### config.mk
export PLATFORM = sky130hd
export DESIGN_NAME = acc_cpu
export DESIGN_NICKNAME = d
export VERILOG_FILES = /design/src/rtl/acc_cpu_pkg.sv /design/src/rtl/acc_cpu_seq.sv /design/src/rtl/acc_cpu_smadd.sv /design/src/rtl/acc_cpu.sv
export SDC_FILE = /design/constraint.sdc
export NUM_CORES = 1
export LEC_CHECK = 0
export BUFFER_PORTS_ARGS = -buffer_cell sky130_fd_sc_hd__buf_2
export CORE_ASPECT_RATIO = 1.4
export CORE_MARGIN = 3
export CORE_UTILIZATION = 60
export CTS_CLUSTER_DIAMETER = 30
export DETAILED_ROUTE_END_ITERATION = 7
export GPL_TIMING_DRIVEN = 0
export PLACE_DENSITY = 0.8
export SYNTH_ARGS = -nofsm -noshare
export SYNTH_HDL_FRONTEND = slang
export SYNTH_HIERARCHICAL = 1
export SYNTH_SLANG_ARGS = --single-unit
### constraint.sdc
create_clock -name clk -period 5.6 [get_ports clk]
set_input_delay 0.84 -clock clk [delete_from_list [all_inputs] [get_ports clk]]
set_output_delay 0.84 -clock clk [all_outputs]
set_load 0.02 [all_outputs]
### src/rtl/acc_cpu_pkg.sv
package acc_cpu_pkg;
  localparam int OPC_W = 4;

  localparam logic [OPC_W-1:0] OPC_LOAD  = 4'h1;
  localparam logic [OPC_W-1:0] OPC_STORE = 4'h2;
  localparam logic [OPC_W-1:0] OPC_ADD   = 4'h5;
  localparam logic [OPC_W-1:0] OPC_HALT  = 4'hF;

  typedef enum logic [2:0] {
    PH_FETCH  = 3'd0,
    PH_DECODE = 3'd1,
    PH_EXEC   = 3'd2,
    PH_WBACK  = 3'd3,
    PH_HALT   = 3'd4
  } phase_t;
endpackage

### src/rtl/acc_cpu_seq.sv
module acc_cpu_seq
  import acc_cpu_pkg::*;
(
  input  logic             clk,
  input  logic             rst,
  input  logic [OPC_W-1:0] fetched_opc,
  output phase_t           phase
);
  phase_t phase_nx;

  always_comb begin
    phase_nx = phase;
    case (phase)
      PH_FETCH:  phase_nx = PH_DECODE;
      PH_DECODE: phase_nx = (fetched_opc == OPC_HALT) ? PH_HALT : PH_EXEC;
      PH_EXEC:   phase_nx = PH_WBACK;
      PH_WBACK:  phase_nx = PH_FETCH;
      PH_HALT:   phase_nx = PH_HALT;
      default:   phase_nx = PH_FETCH;
    endcase
  end

  always_ff @(posedge clk) begin
    if (rst) phase <= PH_FETCH;
    else     phase <= phase_nx;
  end

  // once halted, the sequencer never leaves the halt phase
  assert_halt_sticky_R9: assert property (@(posedge clk) disable iff (rst)
    phase == PH_HALT |=> phase == PH_HALT);

  // a fetch is always followed by a decode
  assert_fetch_then_decode_R2: assert property (@(posedge clk) disable iff (rst)
    phase == PH_FETCH |=> phase == PH_DECODE);
endmodule

### src/rtl/acc_cpu_smadd.sv
module acc_cpu_smadd #(
  parameter int DATA_W = 16
) (
  input  logic [DATA_W-1:0] op_a,
  input  logic [DATA_W-1:0] op_b,
  output logic [DATA_W-1:0] sum,
  output logic              mag_carry
);
  localparam int MAG_W = DATA_W - 1;

  logic             sgn_a, sgn_b, sgn_r;
  logic [MAG_W-1:0] mag_a, mag_b, mag_r;
  logic [MAG_W:0]   wide;

  always_comb begin
    sgn_a     = op_a[DATA_W-1];
    sgn_b     = op_b[DATA_W-1];
    mag_a     = op_a[MAG_W-1:0];
    mag_b     = op_b[MAG_W-1:0];
    wide      = '0;
    mag_carry = 1'b0;
    if (sgn_a == sgn_b) begin
      wide      = {1'b0, mag_a} + {1'b0, mag_b};
      mag_r     = wide[MAG_W-1:0];
      mag_carry = wide[MAG_W];
      sgn_r     = sgn_a;
    end else if (mag_a >= mag_b) begin
      mag_r = mag_a - mag_b;
      sgn_r = sgn_a;
    end else begin
      mag_r = mag_b - mag_a;
      sgn_r = sgn_b;
    end
    if (mag_r == '0) sgn_r = 1'b0;
    sum = {sgn_r, mag_r};
  end
endmodule

### src/rtl/acc_cpu.sv
module acc_cpu
  import acc_cpu_pkg::*;
#(
  parameter int DATA_W = 16,
  parameter int ADDR_W = 12
) (
  input  logic              clk,
  input  logic              rst,
  output logic [ADDR_W-1:0] mem_addr,
  output logic [DATA_W-1:0] mem_wdata,
  output logic              mem_we,
  input  logic [DATA_W-1:0] mem_rdata,
  output logic              halted,
  output logic              overflow
);
  localparam int OPC_LSB = DATA_W - OPC_W;

  logic [ADDR_W-1:0] pc_q;
  logic [DATA_W-1:0] ir_q;
  logic [DATA_W-1:0] acc_q;
  logic [OPC_W-1:0]  fetched_opc;
  logic [OPC_W-1:0]  ir_opc;
  logic [DATA_W-1:0] add_sum;
  logic              add_carry;
  phase_t            phase;

  assign fetched_opc = mem_rdata[DATA_W-1:OPC_LSB];
  assign ir_opc      = ir_q[DATA_W-1:OPC_LSB];

  acc_cpu_seq u_seq (
    .clk         (clk),
    .rst         (rst),
    .fetched_opc (fetched_opc),
    .phase       (phase)
  );

  acc_cpu_smadd #(.DATA_W(DATA_W)) u_add (
    .op_a      (acc_q),
    .op_b      (mem_rdata),
    .sum       (add_sum),
    .mag_carry (add_carry)
  );

  always_ff @(posedge clk) begin
    if (rst) begin
      pc_q      <= '0;
      ir_q      <= '0;
      acc_q     <= '0;
      mem_addr  <= '0;
      mem_wdata <= '0;
      mem_we    <= 1'b0;
      halted    <= 1'b0;
      overflow  <= 1'b0;
    end else begin
      case (phase)
        PH_DECODE: begin
          ir_q <= mem_rdata;
          if (fetched_opc == OPC_HALT) begin
            halted <= 1'b1;
          end else begin
            pc_q     <= pc_q + 1'b1;
            mem_addr <= mem_rdata[ADDR_W-1:0];
            if (fetched_opc == OPC_STORE) begin
              mem_we    <= 1'b1;
              mem_wdata <= acc_q;
            end
          end
        end
        PH_EXEC: mem_we <= 1'b0;
        PH_WBACK: begin
          if (ir_opc == OPC_LOAD) acc_q <= mem_rdata;
          if (ir_opc == OPC_ADD) begin
            acc_q    <= add_sum;
            overflow <= overflow | add_carry;
          end
          mem_addr <= pc_q;
        end
        default: ;
      endcase
    end
  end

  // a write is a single-cycle pulse
  assert_store_pulse_R4: assert property (@(posedge clk) disable iff (rst)
    mem_we |=> !mem_we);

  // a write targets the operand of a store instruction
  assert_store_target_R4: assert property (@(posedge clk) disable iff (rst)
    mem_we |-> (ir_opc == OPC_STORE && mem_addr == ir_q[ADDR_W-1:0]));

  // decode advances the program counter by one, modulo the address space
  assert_pc_step_R11: assert property (@(posedge clk) disable iff (rst)
    (phase == PH_DECODE && fetched_opc != OPC_HALT) |=>
      pc_q == $past(pc_q) + {{(ADDR_W-1){1'b0}}, 1'b1});

  // an add never leaves negative zero in the accumulator
  assert_no_neg_zero_R7: assert property (@(posedge clk) disable iff (rst)
    (phase == PH_WBACK && ir_opc == OPC_ADD) |=>
      acc_q != {1'b1, {(DATA_W-1){1'b0}}});

  // the overflow flag is sticky
  assert_ovf_sticky_R8: assert property (@(posedge clk) disable iff (rst)
    overflow |=> overflow);

  // a halted machine is quiet on the memory port
  assert_halt_quiet_R9: assert property (@(posedge clk) disable iff (rst)
    halted |=> (halted && !mem_we && $stable(mem_addr)));
endmodule

Word-level counts from Yosys, hierarchy flattened
Index checks and enable logic that the tools add are counted.
- register bits after elaboration: 78
- bits of input ports: 18
- logic and storage cells: 58
- add/subtract/negate cells: 4
- $lt $le $gt $ge: 1
- eq/ne operators: 13
- muxes and demuxes: 15
- bitwise gates (word level): 2
- reductions and logical operators: 13
- operator list (cell ; number):
    16-bit two-way mux ; 2
    15-bit two-way mux ; 2
    15-bit subtractor ; 2
    12-bit one-hot mux with 2 select lines ; 1
    15-bit by 15-bit adder with 16-bit output ; 1
    15-bit >= comparator ; 1
    15-bit logical NOT ; 1
    12-bit by 1-bit adder with 12-bit output, second input constant ; 1
    12-bit two-way mux ; 1
    3-bit one-hot mux with 4 select lines ; 1
    2-bit AND reduction ; 5
    3-bit by 2-bit == test with 1-bit output, second input constant ; 2
    1-bit two-way mux ; 6
    3-bit inequality test, second input constant ; 2
    3-bit AND reduction ; 2
    2-bit nonzero test ; 3
    4-bit by 1-bit == test with 1-bit output, second input constant ; 1
    4-bit by 2-bit == test with 1-bit output, second input constant ; 1
    4-bit by 3-bit == test with 1-bit output, second input constant ; 1
    4-bit == test, second input constant ; 1
    2-bit inequality test, second input constant ; 2
    4-bit AND reduction ; 1
    3-bit by 1-bit == test with 1-bit output, second input constant ; 1
    3-bit == test, second input constant ; 1
    other kinds (6) ; 6

Depth between registers and ports, before layout
- depth in word-level cells: 6
- depth in mapped cells: 16

Cells and area by module
The synthesis kept the hierarchy.
- modules (own cells, without submodules) (module ; instances ; cells an instance ; area each (um2) ; seq. area each (um2)):
    acc_cpu ; 1 ; 268 ; 2727.6 ; 1261.2
    acc_cpu_smadd ; 1 ; 365 ; 2552.4 ; 0.0
    acc_cpu_seq ; 1 ; 11 ; 127.6 ; 60.1

Worst setup path after synthesis
No wires, ideal clock.
- path type: input port to flip-flop
- from: in mem_rdata[12]
- to: reg acc_q[15]
- setup time: 0.140 ns
- arrival: 3.886 ns
- slack: 1.574 ns
- cell stages on the path: 14
- buffers on the path: 2
- cell sequence: ha_1 -> buf_6 -> a211o_1 -> a21oi_4 -> o41ai_4 -> nor3_2 -> mux2i_1 -> mux2i_1 -> or4_1 -> or4_1 -> o31a_1 -> buf_4 -> mux2i_1 -> a211oi_1
- word-level cells in the longest chain between the ends: 6
- RTL lines (what ; line ; source):
    start, declared ; acc_cpu.sv:12 ; input logic [DATA_W-1:0] mem_rdata,
    15-bit subtractor, or another cell as far along ; acc_cpu_smadd.sv:31 ; mag_r = mag_b - mag_a;
    15-bit two-way mux ; acc_cpu_smadd.sv:27 ; end else if (mag_a >= mag_b) begin
    15-bit two-way mux * ; acc_cpu_smadd.sv:22 ; if (sgn_a == sgn_b) begin
    15-bit logical NOT * ; acc_cpu_smadd.sv:34 ; if (mag_r == '0) sgn_r = 1'b0;
    1-bit two-way mux * ; acc_cpu_smadd.sv:34 ;
    via u_add.sgn_r ; acc_cpu_smadd.sv:11 ; logic sgn_a, sgn_b, sgn_r;
    16-bit two-way mux * ; acc_cpu.sv:72 ; if (ir_opc == OPC_ADD) begin
    end signal, assigned ; acc_cpu.sv:71 ; if (ir_opc == OPC_LOAD) acc_q <= mem_rdata;
    end signal, assigned ; acc_cpu.sv:73 ; acc_q <= add_sum;
    end, declared ; acc_cpu.sv:20 ; logic [DATA_W-1:0] acc_q;
The timed path passes the listed nets; every way through them passes the cells marked *.
A chain may end at the register's enable or synchronous reset.

Worst setup path in the final report
- from: in mem_rdata[0]
- to: reg acc_q[15]
- word-level cells in the longest chain between the ends: 6
- RTL lines (what ; line ; source):
    15-bit subtractor, or another cell as far along ; acc_cpu_smadd.sv:31 ;
    15-bit two-way mux ; acc_cpu_smadd.sv:27 ;
    15-bit two-way mux * ; acc_cpu_smadd.sv:22 ;
    via add_sum[8] ; acc_cpu.sv:23 ; logic [DATA_W-1:0] add_sum;
    15-bit logical NOT * ; acc_cpu_smadd.sv:34 ;
    1-bit two-way mux * ; acc_cpu_smadd.sv:34 ;
    via u_add.sgn_r ; acc_cpu_smadd.sv:11 ;
    16-bit two-way mux * ; acc_cpu.sv:72 ;
Marks and branches as above.

==> metrics.yaml <==
drive_gt1_share_pct: 17.7
hold_buffers: 0
cts.clk_slew.worst_paths_ns: 0.06
cpLargestDelayFamily: "compound AO/OA/AOI/OAI gates"
rsz0062_at_grt: "no"
drc: 0
dieArea_mm2: 0.0102
ys_top_cells_by_area: "dfxtp_1 24%, ha_1 12%, mux2i_1 9.6%"
fp-row-count: 40
path_class: "input pin to flop"
synth_mux_area_share_pct: 9.83
place_area_mm2: 0.00578
grt_pass1_wl_um: 26200
yosys_most_used_dff: "dfxtp_1"
synthAdderAreaFrac_pct: 12.7
setup_viol_count_final: 0
antenna_left: 0
tritoncts: "done"
cts-buffers-inserted: 9
cp.arrival_ns: 4.82
tns_ns: 0
synth_xor_area_share_pct: 2.92
worst-path-max-fanout: 5
relSlewSlack_pct: 35.3
met2_length_um: 8420
status: "finished, final reports clean"
yosysWarnings: 6
overflow: 0
ctsResizeCount: 0
path_cells: "buf_2 -> inv_1 -> ha_1 -> inv_1 -> fa_1 -> a21o_1 -> a211oi_1 -> o21ai_0 -> or3_1 -> a21oi_1 -> a2111oi_0 -> o21bai_1 -> or4_1 -> o31a_1 -> buf_4 -> mux2i_1 -> a211oi_1"
vdd_drop_max_v: 0.000292
dr_wl_met3_um: 781
synth_top_area_share_pct: 24.4
preCtsSetupSlack_ns: 0.716
clk_latency_ns: 0.33
syn-num-nets: 715
nets: 774
synth_edf_count: 0
grt_max_degree: 13
cts_max_level: 3
dpl.hpwl_um: 12600
hp-class: "flop to flop"
die_w_um: 86.2
numClockSinks: 66
ys_ff_latch: 66
vias: 5167
fmax_mhz: 216
first_global_vias: 5155
cp.required_ns: 5.78
start_kind: "input pin"
synth_cell_types: 77
finalWeightedCongestion: 0.986
cts_buffer_depth: 2
wl_per_cell_um: 20.3
ios: 49
drt_iter0_markers: 298
dr.pass1.iters: 5
finalHoldViolations: 0
syn_avg_cell_area_um2: 8.40
r2r_start: "acc_q[1]"
wirelength_um: 16500
postCtsSetupRepairBufs: 0
path_buf_inv: 4
synthToLayoutAreaGrowth_pct: 12.8
tightest_slew_ns: 0.946
maxSlewViolCount: 0
worst_path_max_delay_cell: "a211oi_1"
synth-compound-area-share_pct: 21.6
async_reset_ff_share_pct: 0
fin_worst_skew_ns: 0.00575
yosysTopAreaCell: "dfxtp_1"
core-area_mm2: 0.00866
fin_area_mm2: 0.00610
layout_commonest_cell: "nor2_1"
min-delay-start: "mem_wdata[8]"
die_y_um: 118
wl_met1_um: 6520
portBuffers: 48
final_cell_mix: "89 x nor2_1, 66 x dfxtp_1, 56 x buf_2, 52 x mux2i_1, 50 x ha_1"
p_per_area_mw_per_mm2: 224
diodes: 0
final_util_pct: 70.4
critPathLaunch: "mem_rdata[0]"
maxCapViolations: 0
yosysSeqAreaShare_pct: 24.4
clockRootBuffer: "clkbuf_16"
grt_usage_pct: 32.7
layout_min_cycle_time_ns: 4.64
max_stage_delay_ns: 0.56
final.period_utilization_pct: 82.9
fin_ws_ns: 0.960
netlist_area_mm2: 0.00541
top_layer_used: "met4"
viasPerCell: 6.36
synthCells: 644
synthSimpleGateAreaFrac_pct: 21.5
initial_core_util_pct: 62.5
synth_top_family_by_area: "compound AO/OA/AOI/OAI gates"
cp-end-kind: "flop"
antenna_found_initial: 0
leakagePower_nw: 2.82
## state kept, by name, summed over array words and instances, names as in the netlist
name,flops
mem_wdata,16
pc_q,12
acc_q,16
mem_addr,12
halted,1
overflow,1
ir_q,4
u_seq/phase,3
mem_we,1
## worst min-delay path: stages, from the launching register on
cell and delay (ns):
dfxtp_1 0.32, mux2i_1 0.07, nor2_1 0.07
## layout make-up
cell class | count | area (um^2)
Tap cell | 105 | 131
Clock inverter | 7 | 93.8
Inverter | 45 | 169
Buffer | 37 | 213
Clock buffer | 9 | 225
Fill cell | 707 | 2560
Multi-Input combinational cell | 496 | 3700
Timing Repair Buffer | 48 | 240
Sequential cell | 66 | 1320
## metrics by stage
stage	hold WS [ns]	total power [mW]	std cells
3_3_place_gp	0.460	0.770	797
4_1_cts	0.489	1.37	813
6_report	0.491	1.37	813
3_5_place_dp	0.464	0.775	797
2_1_floorplan	0.451	0.695	644
5_1_grt	0.527	1.41	813
## synth_stat cells (all sizes together) (8+ instances only)
cell type	n
inv	45
nor3	15
nand3	16
nor2	89
mux2i	52
nand4	14
nand2	30
clkbuf	15
a21oi	37
a211oi	36
a21o	8
buf	22
xnor2	8
o21ai	20
dfxtp	66
ha	50
o31ai	10
xor2	10
## power by group
part	internal, mW	switching, mW
Clock	0.388	0.204
Combinational	0.0993	0.174
Sequential	0.486	0.0132
Total	0.973	0.392
## layer usage
metal | GRT usage (%) | vias to the layer above
li1 | - | 2449
met1 | 37.9 | 2470
met2 | 57.5 | 195
met3 | 3.42 | 53
met4 | 17.7 | 0
met5 | 0 | -
## final timing paths
check	to	depth (start not counted)	slack, ns
setup / recovery	acc_q[15]	17	0.96
hold / removal	mem_wdata[8]	2	0.49
setup reg to reg	acc_q[15]	14	1.15
hold reg to reg	mem_wdata[8]	2	0.49
## logic make-up (layout without fill, tap and decap cells)
kind of cell,Yosys count,in the layout
compound gates,155,155
mux,53,53
xor+xnor,18,18
simple gates,217,217
buf+inv,82,146
fa+ha+maj,53,53
flops,66,66
Power figures use the tool's default switching activity.
